==> src/rtl/dbg_irq_pkg.sv <==
package dbg_irq_pkg;

    // Source bit positions as seen in the status register.
    localparam int SRC_ABORT   = 0;
    localparam int SRC_MSG_RX  = 1;
    localparam int NUM_SRC     = 2;
    localparam int SYNC_DEPTH  = 2;

    typedef enum logic {
        PWR_ACTIVE = 1'b0,
        PWR_IDLE   = 1'b1
    } pwr_mode_e;

    // One status update: bits to set and bits to clear on this edge.
    typedef struct packed {
        logic [NUM_SRC-1:0] set;
        logic [NUM_SRC-1:0] clr;
    } stat_upd_t;

    // Set has priority over clear on the same edge.
    function automatic logic [NUM_SRC-1:0] apply_upd(
        input logic [NUM_SRC-1:0] cur,
        input stat_upd_t          upd
    );
        return (cur & ~upd.clr) | upd.set;
    endfunction

endpackage

==> src/rtl/dbg_evt_sync.sv <==
module dbg_evt_sync #(
    parameter int NSRC   = 2,
    parameter int STAGES = 2
) (
    input  logic            clk,
    input  logic            rst,
    input  logic [NSRC-1:0] async_i,
    output logic [NSRC-1:0] rise_o
);
    localparam int SHW = STAGES + 1;

    for (genvar i = 0; i < NSRC; i++) begin : g_src
        logic [SHW-1:0] sh;
        always_ff @(posedge clk) begin
            if (rst) sh <= '0;
            else     sh <= {sh[SHW-2:0], async_i[i]};
        end
        // Rising edge of the synchronized level.
        assign rise_o[i] = sh[STAGES-1] & ~sh[STAGES];
    end
endmodule

==> src/rtl/dbg_src_stat.sv <==
module dbg_src_stat
    import dbg_irq_pkg::*;
(
    input  logic               clk,
    input  logic               rst,
    input  logic [NUM_SRC-1:0] set_i,
    input  logic               wr_i,
    input  logic [NUM_SRC-1:0] wdata_i,
    output logic [NUM_SRC-1:0] stat_o
);
    stat_upd_t upd;

    always_comb begin
        upd.set = set_i;
        upd.clr = wr_i ? wdata_i : '0;
    end

    always_ff @(posedge clk) begin
        if (rst) stat_o <= '0;
        else     stat_o <= apply_upd(stat_o, upd);
    end
endmodule

==> src/rtl/dbg_mask_reg.sv <==
module dbg_mask_reg #(
    parameter int NSRC = 2
) (
    input  logic            clk,
    input  logic            rst,
    input  logic            sel_i,
    input  logic            ld_i,
    input  logic [NSRC-1:0] val_i,
    output logic [NSRC-1:0] mask_o
);
    always_ff @(posedge clk) begin
        if (rst)                mask_o <= '0;
        else if (sel_i && ld_i) mask_o <= val_i;
    end
endmodule

==> src/rtl/dbg_irq_ctl.sv <==
module dbg_irq_ctl
    import dbg_irq_pkg::*;
#(
    parameter int NSRC        = NUM_SRC,
    parameter int SYNC_STAGES = SYNC_DEPTH
) (
    input  logic            clk,
    input  logic            rst,
    input  logic [NSRC-1:0] src_evt_i,
    input  logic            bus_wr_i,
    input  logic [NSRC-1:0] bus_wdata_i,
    input  logic            mask_sel_i,
    input  logic            mask_ld_i,
    input  logic [NSRC-1:0] mask_val_i,
    input  logic            lp_mode_i,
    output logic [NSRC-1:0] stat_o,
    output logic            irq_o,
    output logic            pend_o,
    output logic            wake_o
);
    logic [NSRC-1:0] evt_edge;
    logic [NSRC-1:0] mask_q;
    logic            irq_q;
    pwr_mode_e       mode;

    dbg_evt_sync #(.NSRC(NSRC), .STAGES(SYNC_STAGES)) u_sync (
        .clk     (clk),
        .rst     (rst),
        .async_i (src_evt_i),
        .rise_o  (evt_edge)
    );

    dbg_src_stat u_stat (
        .clk     (clk),
        .rst     (rst),
        .set_i   (evt_edge),
        .wr_i    (bus_wr_i),
        .wdata_i (bus_wdata_i),
        .stat_o  (stat_o)
    );

    dbg_mask_reg #(.NSRC(NSRC)) u_mask (
        .clk    (clk),
        .rst    (rst),
        .sel_i  (mask_sel_i),
        .ld_i   (mask_ld_i),
        .val_i  (mask_val_i),
        .mask_o (mask_q)
    );

    // One pulse per unmasked event, aligned with the status update.
    always_ff @(posedge clk) begin
        if (rst) irq_q <= 1'b0;
        else     irq_q <= |(evt_edge & ~mask_q);
    end

    assign mode   = pwr_mode_e'(lp_mode_i);
    assign irq_o  = irq_q;
    assign pend_o = |(stat_o & ~mask_q);
    assign wake_o = pend_o && (mode == PWR_IDLE);
endmodule

==> config.mk <==
export PLATFORM = sky130hd
export DESIGN_NAME = dbg_irq_ctl
export DESIGN_NICKNAME = d
export VERILOG_FILES = /design/src/rtl/dbg_irq_pkg.sv /design/src/rtl/dbg_evt_sync.sv /design/src/rtl/dbg_src_stat.sv /design/src/rtl/dbg_mask_reg.sv /design/src/rtl/dbg_irq_ctl.sv
export SDC_FILE = /design/constraint.sdc
export NUM_CORES = 1
export LEC_CHECK = 0
export BUFFER_PORTS_ARGS = -buffer_cell sky130_fd_sc_hd__clkbuf_2
export CORE_AREA = 5 5 42 44
export DETAILED_ROUTE_END_ITERATION = 8
export DIE_AREA = 0 0 47 49
export PLACE_DENSITY = 0.6
export SETUP_SLACK_MARGIN = 0.4
export SLEW_MARGIN = 10
export SYNTH_ARGS = -nofsm -noshare
export SYNTH_HDL_FRONTEND = slang
export SYNTH_HIERARCHICAL = 1
export SYNTH_SLANG_ARGS = --single-unit
export TNS_END_PERCENT = 10
==> constraint.sdc <==
create_clock -name clk -period 1.86 [get_ports clk]
set_input_delay 0.279 -clock clk [delete_from_list [all_inputs] [get_ports clk]]
set_output_delay 0.279 -clock clk [all_outputs]
set_load 0.01 [all_outputs]
# Word-level counts from Yosys, hierarchy flattened
# Cells that the tools add are included.
# op_classes
mux	1
bitwise	10
n_reduce_logical	4
# op_table
op	count
$and A2 B2 Y2	3
$not A2 Y2	2
$reduce_or A2 Y1	2
$and A1 B1 Y1	2
$logic_and A1 B1 Y1	2
$mux W2	1
$not A1 Y1	2
$or A2 B2 Y2	1
# word_totals
reg_bits	11
input_bits	12
out_inout_bits	5
wordCells	20

# Depth between registers and ports, before layout
# logic_depth
word_depth	4
mapped_depth	3
mapped_depth_nobuf	3

# By module
# The synthesis kept the hierarchy.
# modules_own_cells
module	n_inst	cells_per_inst	area_each_um2	seq_area_each_um2
dbg_evt_sync	1	14	170.2	120.1
dbg_mask_reg	1	8	80.1	40.0
dbg_src_stat	1	8	72.6	40.0
dbg_irq_ctl	1	8	61.3	20.0

# Worst setup path before layout
# No wires, ideal clock.
# synth_timing
kind	register -> output
startpoint	reg u_stat.stat_o[0]
endpoint	out wake_o
arrival_time_ns	0.686
required_ns	1.581
setup_slack_ns	0.895
path_stages_with_launch	3
path_buffers	0
cell_sequence	dfxtp_1 -> nand2b_1 -> a21boi_1
# synth_via
elab_chain_len	3
# synth_lines
item	line_no	rtl
from (decl)	dbg_src_stat.sv:9	output logic [NUM_SRC-1:0] stat_o
from (signal assigned)	dbg_src_stat.sv:20	else stat_o <= apply_upd(stat_o, upd);
$and A2 B2 Y2	dbg_irq_ctl.sv:59	assign pend_o = |(stat_o & ~mask_q);
$reduce_or A2 Y1	dbg_irq_ctl.sv:59	
$logic_and A1 B1 Y1	dbg_irq_ctl.sv:60	assign wake_o = pend_o && (mode == PWR_IDLE);
to (decl)	dbg_irq_ctl.sv:19	output logic wake_o
# No other way between the ends.

# Final worst setup path
# layout_timing
startpoint	reg u_mask.mask_o[0]
endpoint	out wake_o
# layout_via
elab_chain_len	4
# layout_lines
item	line_no	rtl
from (decl)	dbg_mask_reg.sv:9	output logic [NSRC-1:0] mask_o
from (signal assigned)	dbg_mask_reg.sv:13	else if (sel_i && ld_i) mask_o <= val_i;
$not A2 Y2	dbg_irq_ctl.sv:59	
$and A2 B2 Y2	dbg_irq_ctl.sv:59	
$reduce_or A2 Y1	dbg_irq_ctl.sv:59	
$logic_and A1 B1 Y1	dbg_irq_ctl.sv:60	
# No other way between the ends.

==> run summary <==
==========================================================================================
Antenna violations before repair ............................................            0
Routed wirelength normalized by instance count .............................. 9.34 microns
Post-route total power ......................................................   0.000445 W
Antenna viol nets, final ....................................................            0
Ranking of synthesized cells by area ........................................ sky130_fd_sc_hd__dfxtp_1 57%, sky130_fd_sc_hd__nor2b_1 13%, sky130_fd_sc_hd__nand2b_1 6.5%
Cells resized by post-CTS repair ............................................            0
Num Clock Sinks .............................................................           11
Cell internal power dissipation .............................................   0.000351 W
Status ...................................................................... finished, final reports clean
Clock edge transition at the registers on the reported setup and hold paths .      0.06 ns
Total Neg Setup Slack .......................................................         0 ns
Total number of H-tree levels ...............................................            1
Total routing usage reported by global routing ..............................        7.22%
Post-CTS setup buffer count .................................................            0
Maximum count of clock buffers along a single path ..........................            2
Total net switching power ...................................................  0.0000940 W
Via count ...................................................................          323
CTS tree ....................................................................          yes
Top-Level Pins ..............................................................           17
Required @ worst endpoint ...................................................      1.58 ns
Wirelength, routed ..........................................................  691 microns
Count of standard-cell rows .................................................           14
Minimum clock period ........................................................      1.28 ns
Pin count of the biggest net entering global routing ........................           12
Clock share of power ........................................................        34.5%
Number of diodes added for antenna fixing ...................................            0
Root buffer cell ............................................................ sky130_fd_sc_hd__clkbuf_4
CP Max Fanout ...............................................................            3
Top-area cell type share of the netlist area ................................        57.3%
Quantity of I/O buffers inserted on ports ...................................           16
Ratio of final minimum period to clock period ...............................        69.0%
Setup Viol. Count Final .....................................................            0
Setup repair after global routing missed its margin .........................           no
Pin slew with the least headroom to its limit ...............................     0.226 ns
Initial Util ................................................................        27.4%
Share of cells above drive strength 1 .......................................        32.8%
Number of detailed-routing iterations run before antenna repair .............            3
Global-route wire length before repair ...................................... 1150 microns
Class of the tightest hold or removal check .................................    in -> reg
Max-capacitance violation count .............................................            0
Portion of total power attributed to sequential cells .......................        56.1%
Iter 0 DRT Violations .......................................................            2
Layout area overhead ........................................................        32.9%
Worst clock skew ............................................................   0.00324 ns
Maximum clock frequency .....................................................      779 MHz
Crit end category ........................................................... primary output
Post-synthesis area per instance ............................................   10.1 sq um
Maximum ir drop on the vdd rail .............................................   0.000565 V
Relative slew margins .......................................................        84.9%
Number of instances in the synthesized netlist ..............................           38
Warnings, synthesis .........................................................            6
Nature of the critical path startpoint ......................................    flip-flop
Clock insertion delay at the later pin of the skew report ...................      0.26 ns
Post-synthesis instance area ................................................    384 sq um
Placer Congestion ...........................................................        0.673
Horizontal extent of the die ................................................   47 microns
Sum of overflow across all layers after global routing ......................            0
Hold buffer count at CTS ....................................................            0
Critical path data arrival time .............................................      1.00 ns
Register bit count reported by yosys ........................................           11
Switching share of power ....................................................        21.1%
Part of the Yosys area used for sequential elements .........................        57.3%
Classification of the worst setup path ......................................   reg -> out
# nets final ................................................................           71
DRC viols ...................................................................            0
Count of different cell masters after synthesis .............................           11
Syn_nets ....................................................................           50
Number of clock buffers inserted by TritonCTS ...............................            3
Per-cell via count in the routed design .....................................         4.36
Die Footprint ............................................................... 0.00230 sq mm
Post-synth top area cell .................................................... sky130_fd_sc_hd__dfxtp_1
Power density over the cells ................................................  871 mW/mm^2
Core area ................................................................... 0.00140 sq mm
DIE HEIGHT ..................................................................   49 microns
Final Hold Fails ............................................................            0
Count of pins over their slew limit .........................................            0
Combinational cell fraction of total power ..................................         9.4%
Via count of the first global-routing pass ..................................          298
Leakage power of the design .................................................     0.230 nW
==========================================================================================
## flip-flops by register name (all words and copies together) (netlist names)
signal / count
irq_o: 1
u_mask/mask_o: 2
u_stat/stat_o: 2
u_sync/g_src.sh: 6
## cells in the mapped netlist, drive strengths merged
| cell type | n |
|---|---|
| inv | 2 |
| a21boi | 1 |
| a311oi | 2 |
| nand2 | 1 |
| nand2b | 4 |
| dfxtp | 11 |
| a21bo | 2 |
| nor2 | 2 |
| nand3 | 2 |
| a21oi | 3 |
| nor2b | 8 |
## worst max-delay path, stage by stage (launching register included)
cell and delay (ns):
sky130_fd_sc_hd__dfxtp_1 0.31, sky130_fd_sc_hd__nand2b_1 0.15, sky130_fd_sc_hd__a21boi_1 0.14, sky130_fd_sc_hd__clkbuf_2 0.14
## cells by family (layout without fill, tap and decap cells)
| kind of cell | Yosys count | after routing | synth area share [%] |
|---|---|---|---|
| and+or+nand+nor | 17 | 17 | 25.1 |
| AOI/OAI and AO/OA | 8 | 8 | 15.6 |
| DFF | 11 | 11 | 57.3 |
| buffers and inverters | 2 | 22 | 1.96 |
## cell type report
type / count / area [sq um]
timing repair buffer: 16 / 80.1
inverter: 2 / 7.51
sequential: 11 / 220
clock buffer: 4 / 26.3
fill: 159 / 891
tap: 16 / 20.0
multi-input combinational: 25 / 156
## path summary, 6_finish.rpt
path / start / to / slack, ns / depth (start not counted)
min reg2reg: u_sync/g_src[0].sh[0]$_SDFF_PP0_ / u_sync/g_src[0].sh[1]$_SDFF_PP0_ / 0.44 / 1
min: bus_wdata_i[0] / u_stat/stat_o[0]$_SDFF_PP0_ / 0.21 / 2
max reg2reg: u_sync/g_src[0].sh[1]$_SDFF_PP0_ / u_stat/stat_o[0]$_SDFF_PP0_ / 0.96 / 3
max: u_mask/mask_o[0]$_SDFFE_PP0P_ / wake_o / 0.58 / 3
## layout by cell type, fill, tap and decap left out, drive strengths merged
cell	Yosys	layout
nand2	1	1
clkbuf	0	20
nor2b	8	8
inv	2	2
nand2b	4	4
a21bo	2	2
a21oi	3	3
a21boi	1	1
nor2	2	2
dfxtp	11	11
a311oi	2	2
nand3	2	2
## power groups by stage
| stage | logic (W) | clock network, W | registers, W |
|---|---|---|---|
| 2_1_floorplan | 0.0000178 | 0 | 0.000255 |
| 3_3_place_gp | 0.0000420 | 0 | 0.000255 |
| 3_5_place_dp | 0.0000423 | 0 | 0.000255 |
| 4_1_cts | 0.0000425 | 0.000162 | 0.000250 |
| 5_1_grt | 0.0000480 | 0.000174 | 0.000251 |
| 6_report | 0.0000419 | 0.000153 | 0.000249 |
## metal layers
metal / vias to the layer above / global-route usage [%] / part of all wire (%)
met1: 137 / 8.04 / 44
met4: 0 / 2.76 / 0.72
met2: 14 / 9.50 / 42
met3: 2 / 6.64 / 13
li1: 170 / - / -
met5: - / 0 / 0
## metrics by stage
stage	area, sq um	worst slack [ns]	cells	util (%)	hold slack, ns
3_3_place_gp	484	0.866	70	34.6	0.418
4_1_cts	510	0.559	74	36.4	0.203
3_5_place_dp	484	0.852	70	34.6	0.430
6_report	510	0.577	74	36.4	0.210
5_1_grt	510	0.511	74	36.4	0.213
2_1_floorplan	384	0.895	38	-	0.348
No activity file was read; power rests on OpenSTA's default activity.
